==> config.mk <==
export PLATFORM = sky130hd
export DESIGN_NAME = tick_timers
export DESIGN_NICKNAME = d
export VERILOG_FILES = /design/src/rtl/tick_timers.sv
export SDC_FILE = /design/constraint.sdc
export NUM_CORES = 1
export LEC_CHECK = 0
export BUFFER_PORTS_ARGS = -buffer_cell sky130_fd_sc_hd__buf_2
export CELL_PAD_IN_SITES_DETAIL_PLACEMENT = 1
export CELL_PAD_IN_SITES_GLOBAL_PLACEMENT = 1
export CORE_MARGIN = 2
export CORE_UTILIZATION = 47
export DETAILED_ROUTE_END_ITERATION = 12
export PLACE_DENSITY_LB_ADDON = 0.1
export SYNTH_ARGS = -nofsm -noshare
export SYNTH_HDL_FRONTEND = slang
export SYNTH_SLANG_ARGS = --single-unit
==> constraint.sdc <==
create_clock -name clk -period 5.1 [get_ports clk]
set_input_delay 1.02 -clock clk [delete_from_list [all_inputs] [get_ports clk]]
set_output_delay 1.02 -clock clk [all_outputs]
set_load 0.01 [all_outputs]
==> src/rtl/tick_timers.sv <==
module tick_timers #(
  parameter int CNT_W       = 16,
  parameter int WD_W        = 16,
  parameter int PRESCALE    = 10,
  parameter int SYNC_STAGES = 2,
  parameter int PEND_W      = 16,
  parameter int IRQ_A_BIT   = 7,
  parameter int IRQ_B_BIT   = 9,
  parameter logic [15:0] CODE_A_START = 16'h4008,
  parameter logic [15:0] CODE_A_HALT  = 16'h4009,
  parameter logic [15:0] CODE_A_LOAD  = 16'h400A,
  parameter logic [15:0] CODE_A_READ  = 16'hC00A,
  parameter logic [15:0] CODE_B_START = 16'h400C,
  parameter logic [15:0] CODE_B_HALT  = 16'h400D,
  parameter logic [15:0] CODE_B_LOAD  = 16'h400E,
  parameter logic [15:0] CODE_B_READ  = 16'hC00E,
  parameter logic [15:0] CODE_GO      = 16'h400B
) (
  input  logic              clk,
  input  logic              rst_n,
  input  logic              ext_tick_in,
  input  logic              wd_clk_in,
  input  logic              freeze_n,
  input  logic              cmd_valid,
  input  logic [15:0]       cmd_code,
  input  logic [CNT_W-1:0]  cmd_wdata,
  output logic              rd_valid,
  output logic [CNT_W-1:0]  rd_data,
  output logic [PEND_W-1:0] pend_set,
  output logic              wd_alive
);
  localparam int PS_W = (PRESCALE > 2) ? $clog2(PRESCALE) : 1;
  localparam logic [PS_W-1:0] PS_LAST = PS_W'(PRESCALE - 1);

  logic [SYNC_STAGES:0] ext_sh, wd_sh;
  logic                 ext_tick, wd_tick;

  always_ff @(posedge clk or negedge rst_n)
    if (!rst_n) begin
      ext_sh <= '0;
      wd_sh  <= '0;
    end else begin
      ext_sh <= {ext_sh[SYNC_STAGES-1:0], ext_tick_in};
      wd_sh  <= {wd_sh[SYNC_STAGES-1:0], wd_clk_in};
    end

  assign ext_tick = ext_sh[SYNC_STAGES-1] & ~ext_sh[SYNC_STAGES] & freeze_n;
  assign wd_tick  = wd_sh[SYNC_STAGES-1]  & ~wd_sh[SYNC_STAGES]  & freeze_n;

  wire start_a = cmd_valid && cmd_code == CODE_A_START;
  wire halt_a  = cmd_valid && cmd_code == CODE_A_HALT;
  wire load_a  = cmd_valid && cmd_code == CODE_A_LOAD;
  wire read_a  = cmd_valid && cmd_code == CODE_A_READ;
  wire start_b = cmd_valid && cmd_code == CODE_B_START;
  wire halt_b  = cmd_valid && cmd_code == CODE_B_HALT;
  wire load_b  = cmd_valid && cmd_code == CODE_B_LOAD;
  wire read_b  = cmd_valid && cmd_code == CODE_B_READ;
  wire kick    = cmd_valid && cmd_code == CODE_GO;

  logic             run_a, run_b;
  logic [CNT_W-1:0] cnt_a, cnt_b;
  logic [PS_W-1:0]  presc;
  logic [WD_W-1:0]  wd_cnt;

  wire step_a = run_a && ext_tick && !load_a;
  wire step_b = run_b && ext_tick && !load_b && presc == PS_LAST;
  wire ovf_a  = step_a && &cnt_a;
  wire ovf_b  = step_b && &cnt_b;

  always_ff @(posedge clk or negedge rst_n)
    if (!rst_n) begin
      run_a <= 1'b0;
      cnt_a <= '0;
    end else begin
      if (start_a)     run_a <= 1'b1;
      else if (halt_a) run_a <= 1'b0;
      if (load_a)      cnt_a <= cmd_wdata;
      else if (step_a) cnt_a <= cnt_a + 1'b1;
    end

  always_ff @(posedge clk or negedge rst_n)
    if (!rst_n) begin
      run_b <= 1'b0;
      cnt_b <= '0;
      presc <= '0;
    end else begin
      if (start_b)     run_b <= 1'b1;
      else if (halt_b) run_b <= 1'b0;
      if (load_b) begin
        cnt_b <= cmd_wdata;
        presc <= '0;
      end else if (run_b && ext_tick) begin
        presc <= (presc == PS_LAST) ? '0 : presc + 1'b1;
        if (step_b) cnt_b <= cnt_b + 1'b1;
      end
    end

  always_ff @(posedge clk or negedge rst_n)
    if (!rst_n) begin
      wd_cnt   <= '0;
      wd_alive <= 1'b1;
    end else if (kick) begin
      wd_cnt   <= '0;
      wd_alive <= 1'b1;
    end else if (wd_alive && wd_tick) begin
      wd_cnt <= wd_cnt + 1'b1;
      if (&wd_cnt) wd_alive <= 1'b0;
    end

  logic [PEND_W-1:0] pend_nxt;
  always_comb begin
    pend_nxt = '0;
    pend_nxt[IRQ_A_BIT] = ovf_a;
    pend_nxt[IRQ_B_BIT] = ovf_b;
  end

  always_ff @(posedge clk or negedge rst_n)
    if (!rst_n) begin
      pend_set <= '0;
      rd_valid <= 1'b0;
      rd_data  <= '0;
    end else begin
      pend_set <= pend_nxt;
      rd_valid <= read_a || read_b;
      rd_data  <= read_a ? cnt_a : (read_b ? cnt_b : '0);
    end
endmodule

Word-level counts from Yosys, hierarchy flattened
Cells that the tools add are included.

word-level totals
  register bits after elaboration = 80
  memory bits (read-only) = 0
  logic and storage cells = 83
  memories = 0
  bits in latches = 0
  RAM bits = 0

cells by class
  multiply operators = 0
  eq/ne operators = 10
  add/subtract/negate cells = 4
  mux-type cells = 19
  divide/modulo/power cells = 0
  order comparisons = 0
  shift operators = 0
  bitwise logic cells = 6
  reductions and logical operators = 32

operators by type and width
  operator                 count
  $mux W16                 9
  $eq A16 B15 Y1 const B   7
  $add A16 B1 Y16 const B  3
  $reduce_and A16 Y1       3
  $eq A16 B16 Y1 const B   2
  $logic_and A1 B1 Y1      17
  $reduce_bool A2 Y1       7
  $mux W4                  3
  $mux W1                  7
  $add A4 B1 Y4 const B    1
  $and A1 B1 Y1            4
  $eq A4 B4 Y1 const B     1
  $reduce_and A2 Y1        2
  $logic_not A1 Y1         2
  $not A1 Y1               2
  $logic_or A1 B1 Y1       1

Depth between registers and ports, before layout
  word-level depth = 9
  depth in mapped cells = 6

Worst setup path after synthesis
Ideal clock, no wire load.

  kind = input port to flip-flop
  start point = in cmd_code[9]
  end point = reg wd_cnt[10]
  required time = 4.968 ns
  arrival = 2.318 ns
  cell stages on the path = 5
  setup time = 0.132 ns
  slack = 2.650 ns
  cell sequence = nor4_1 > nand3_1 > nor2_1 > clkbuf_1 > nor2_1

on the way
  longest elaborated chain between the ends = 3
  elaborated cells on any way between the ends = 4
  those cells by class = eq/ne (1); mux (1); reduce/logical (2)

RTL lines
  item                                                   line  RTL
  start: declaration                                     25    input logic [15:0] cmd_code,
  $eq A16 B15 Y1 (*)                                     58    wire kick = cmd_valid && cmd_code == CODE_GO;
  $logic_and A1 B1 Y1 (*)                                58
  $mux W16 / $reduce_bool A2 Y1 (equally long branches)  --
  end signal: assignment                                 106   wd_cnt <= wd_cnt + 1'b1;
  end: declaration                                       63    logic [WD_W-1:0] wd_cnt;

Every way passes the cells marked *; elsewhere a longest branch is shown, timed or not.
A chain may end at the register's enable or synchronous reset.

Final worst setup path
  start point = in cmd_code[5]
  end point = reg rd_data[3]

on the way
  longest elaborated chain between the ends = 4
  elaborated cells on any way between the ends = 6
  those cells by class = eq/ne (2); mux (2); reduce/logical (2)

RTL lines
  item                    line  RTL
  $eq A16 B16 Y1          57    wire read_b = cmd_valid && cmd_code == CODE_B_READ;
  $logic_and A1 B1 Y1     57
  $mux W16                125   rd_data <= read_a ? cnt_a : (read_b ? cnt_b : '0);
  $mux W16 (*)            125
  end signal: assignment  125
  end: declaration        28    output logic [CNT_W-1:0] rd_data,

Marked as above.

==> flow_metrics.env <==
export IMPL_path_buf_inv=2
export IMPL_clk_path_buf_depth=2
export IMPL_vias=3416
export IMPL_synth_cell_types=50
export IMPL_synth_edf_count=0
export IMPL_maxSlewHeadroom_pct=24.2
export IMPL_synth_fa_ha_area_share_pct=1.51
export IMPL_cts_root_buffer="clkbuf_8"
export IMPL_stdcell_count=581
export IMPL_syn_inst=413
export IMPL_coreArea_mm2=0.00864
export IMPL_path_clk_slew_ns=0.08
export IMPL_area_delta_synth_final_pct=12.6
export IMPL_setup_violations_final=0
export IMPL_io_buffers=57
export IMPL_hpwl_um=8140
export IMPL_track_usage_pct=24.3
export IMPL_timing_rr_start="ext_sh[2]$_DFF_PN0_"
export IMPL_design_die_area_mm2=0.00959
export IMPL_cp_startpoint="cmd_code[5]"
export IMPL_cts_repair_resized=0
export IMPL_ff2ff_path_depth=4
export IMPL_final_period_utilization_pct=55.9
export IMPL_grt_pass1_vias=3529
export IMPL_drive_gt1_share_pct=19.0
export IMPL_setup_tns_ns=0
export IMPL_synth_top_cells_by_area="dfrtp_1 48%, xnor2_1 5.9%, nor3_1 5.0%"
export IMPL_r2r_setup_slack_ns=2.79
export IMPL_grt_first_pass_wirelength_um=18400
export IMPL_worstSetupPathType="in -> reg"
export IMPL_crit_slowest_cell="nor3_2"
export IMPL_hold_class="reg -> reg"
export IMPL_antenna_cells=0
export IMPL_yosysSeqAreaShare_pct=48.3
export IMPL_drtIter0Drc=181
export IMPL_whs_ns=0.377
export IMPL_cp_endpoint="rd_data[3]$_DFF_PN0_"
export IMPL_die_h_um=97.9
export IMPL_ys_flop_type="dfrtp_1"
export IMPL_grt_setup_unrepaired="false"
export IMPL_placed_area_mm2=0.00446
export IMPL_powerDensity_mw_per_mm2=255
export IMPL_clk_latency_ns=0.35
export IMPL_status="finished clean"
export IMPL_synth_most_common_cell="dfrtp_1"
export IMPL_fin_area_mm2=0.00467
export IMPL_drcViolationCount=0
export IMPL_ant_nets=0
export IMPL_grt_max_degree=81
export IMPL_avgSynthCellArea_um2=10.0
export IMPL_yosysTopAreaCell="dfrtp_1"
export IMPL_dr_pass1_iters=4
export IMPL_cts_sinks=80
export IMPL_placed_cells=565
export IMPL_htreeDepth=3
export IMPL_crit_path_start_kind="input pin"
export IMPL_post_synth_and_or_nand_nor_area_fraction_pct=23.5
export IMPL_cp_slowest_stage_delay_ns=0.89
export IMPL_synth_compound_area_share_pct=13.6
export IMPL_ys_async_sr_fraction_pct=100
export IMPL_n_fill_cell=979
export IMPL_die_w_um=97.9
export IMPL_wire_per_inst_um=19.2
export IMPL_drt_total_wl_um=11200
export IMPL_synthTopCellsByCount="79 x dfrtp_1, 41 x nor3_1, 39 x a21oi_1"
export IMPL_final_hold_viol_count=0
export IMPL_ir_drop_v=0.000118
export IMPL_worstPathMaxFanout=41
export IMPL_worst_pin_slew_ns=1.13
export IMPL_viasPerCell=5.88
export IMPL_finalClockSkew_ns=0.00791
export IMPL_synth_seq_cells=80
export IMPL_crit_family="simple AND/OR/NAND/NOR gates"
export IMPL_initial_core_util_pct=48.0
export IMPL_cp_depth=6
export IMPL_synthMuxAreaShare_pct=1.03
export IMPL_place_gp_congestion=0.858
export IMPL_hold_depth=0
export IMPL_fin_nets=511
export IMPL_synth_top_family_by_area="simple AND/OR/NAND/NOR gates"
export IMPL_required_ns=5.39
export IMPL_cap_violations=0
export IMPL_syn_cell_area_mm2=0.00415
export IMPL_grt_antenna_before_repair=0
export IMPL_fin_crit_ns=2.85
export IMPL_finalPower_mw=1.19
export IMPL_num_rows=34
export IMPL_cp_arrival_ns=3.14
export IMPL_post_cts_setup_buffer_count=0
export IMPL_rr_endpoint="cnt_b[14]$_DFFE_PN0P_"
export IMPL_end_kind="register"
export IMPL_postCtsHoldBufs=0
export IMPL_leakagePower_nw=2.02
export IMPL_synth_top_cell_area_share_pct=47.7
export IMPL_slew_viol_final=0
export IMPL_numCtsBuffers=9
export IMPL_path_cells="buf_2 > nor4_4 > nand4b_2 > buf_4 > nor3_2 > a22o_1"
export IMPL_yosysWarnings=0
export IMPL_cts_tree="built"
export IMPL_ioPinCount=72
export IMPL_grt_overflow=0
export IMPL_max_freq_ghz=0.351
export IMPL_synth_xor_area_share_pct=6.55
[worst register-to-register path: stages, from the launching register on]
cell and delay, ns:
dfrtp_1 0.39, nand4b_2 0.56, or4_1 0.79, o32a_1 0.37, a21oi_1 0.14
[routing by layer]
| metal | track usage, % | share of wire, % |
|---|---|---|
| met5 | 0 | 0 |
| met1 | 35.2 | 46 |
| met2 | 37.8 | 48 |
| met3 | 3.51 | 4.9 |
| met4 | 8.12 | 1.2 |
[cell families (layout without fill, tap and decap cells)]
logic type | Yosys count | in the layout
other cells | 1 | 14
compound gates | 87 | 87
buf+inv | 40 | 87
mux | 4 | 4
xor+xnor | 31 | 31
flops | 80 | 80
fa+ha+maj | 5 | 5
simple gates | 165 | 165
[metrics by stage]
step | worst slack [ns] | utilization [%]
after floorplan | 2.65 | -
after global placement | 1.97 | 51.7
after detailed placement | 1.92 | 51.7
after CTS | 2.29 | 54.1
after global routing | 2.10 | 54.1
final | 2.25 | 54.1
[state kept, by name, indices dropped and copies added (netlist names)]
register,flops
cnt_a,16
pend_set,2
cnt_b,16
wd_sh,3
wd_cnt,16
wd_alive,1
ext_sh,3
run_b,1
rd_data,16
presc,4
rd_valid,1
run_a,1
[layout make-up]
cell class | instances | area (um^2) | area share, %
Tap cell | 108 | 135 | 2.89
Inverter | 11 | 41.3 | 0.884
Clock buffer | 13 | 139 | 2.98
Multi-Input combinational cell | 306 | 1970 | 42.2
Timing Repair Buffer | 60 | 310 | 6.65
Sequential cell | 80 | 2000 | 42.9
Clock inverter | 3 | 67.6 | 1.45
[where the power goes]
group | leakage [nW] | internal (mW) | total, mW | switching (mW)
sequential | 1.09 | 0.636 | 0.638 | 0.00209
clock | 0.0978 | 0.277 | 0.508 | 0.231
combinational | 0.832 | 0.0141 | 0.0454 | 0.0314
[how the worst min path moves through the flow]
| stage | endpoint | slack (ns) | from |
|---|---|---|---|
| floorplan | ext_sh[1]$_DFF_PN0_ | 0.33 | ext_sh[0]$_DFF_PN0_ |
| global placement | wd_sh[1]$_DFF_PN0_ | 0.33 | wd_sh[0]$_DFF_PN0_ |
| detailed placement | ext_sh[1]$_DFF_PN0_ | 0.37 | ext_sh[0]$_DFF_PN0_ |
| CTS | ext_sh[1]$_DFF_PN0_ | 0.39 | ext_sh[0]$_DFF_PN0_ |
| global route | ext_sh[1]$_DFF_PN0_ | 0.40 | ext_sh[0]$_DFF_PN0_ |
| finish | wd_sh[1]$_DFF_PN0_ | 0.38 | wd_sh[0]$_DFF_PN0_ |
[placed cells by master, fill, tap and decap left out, types with 9 or more instances in the layout]
master	count
xnor2_1	28
inv_1	11
a22o_1	16
nand4_1	12
dfrtp_1	79
buf_2	56
nor3_1	40
a21oi_1	39
or3_1	9
o21ai_0	14
clkbuf_8	9
nor4_1	13
nand2_1	22
nor2_1	21
conb_1	14
nand3_1	15
Note: power is estimated with default switching activity, not from simulation.
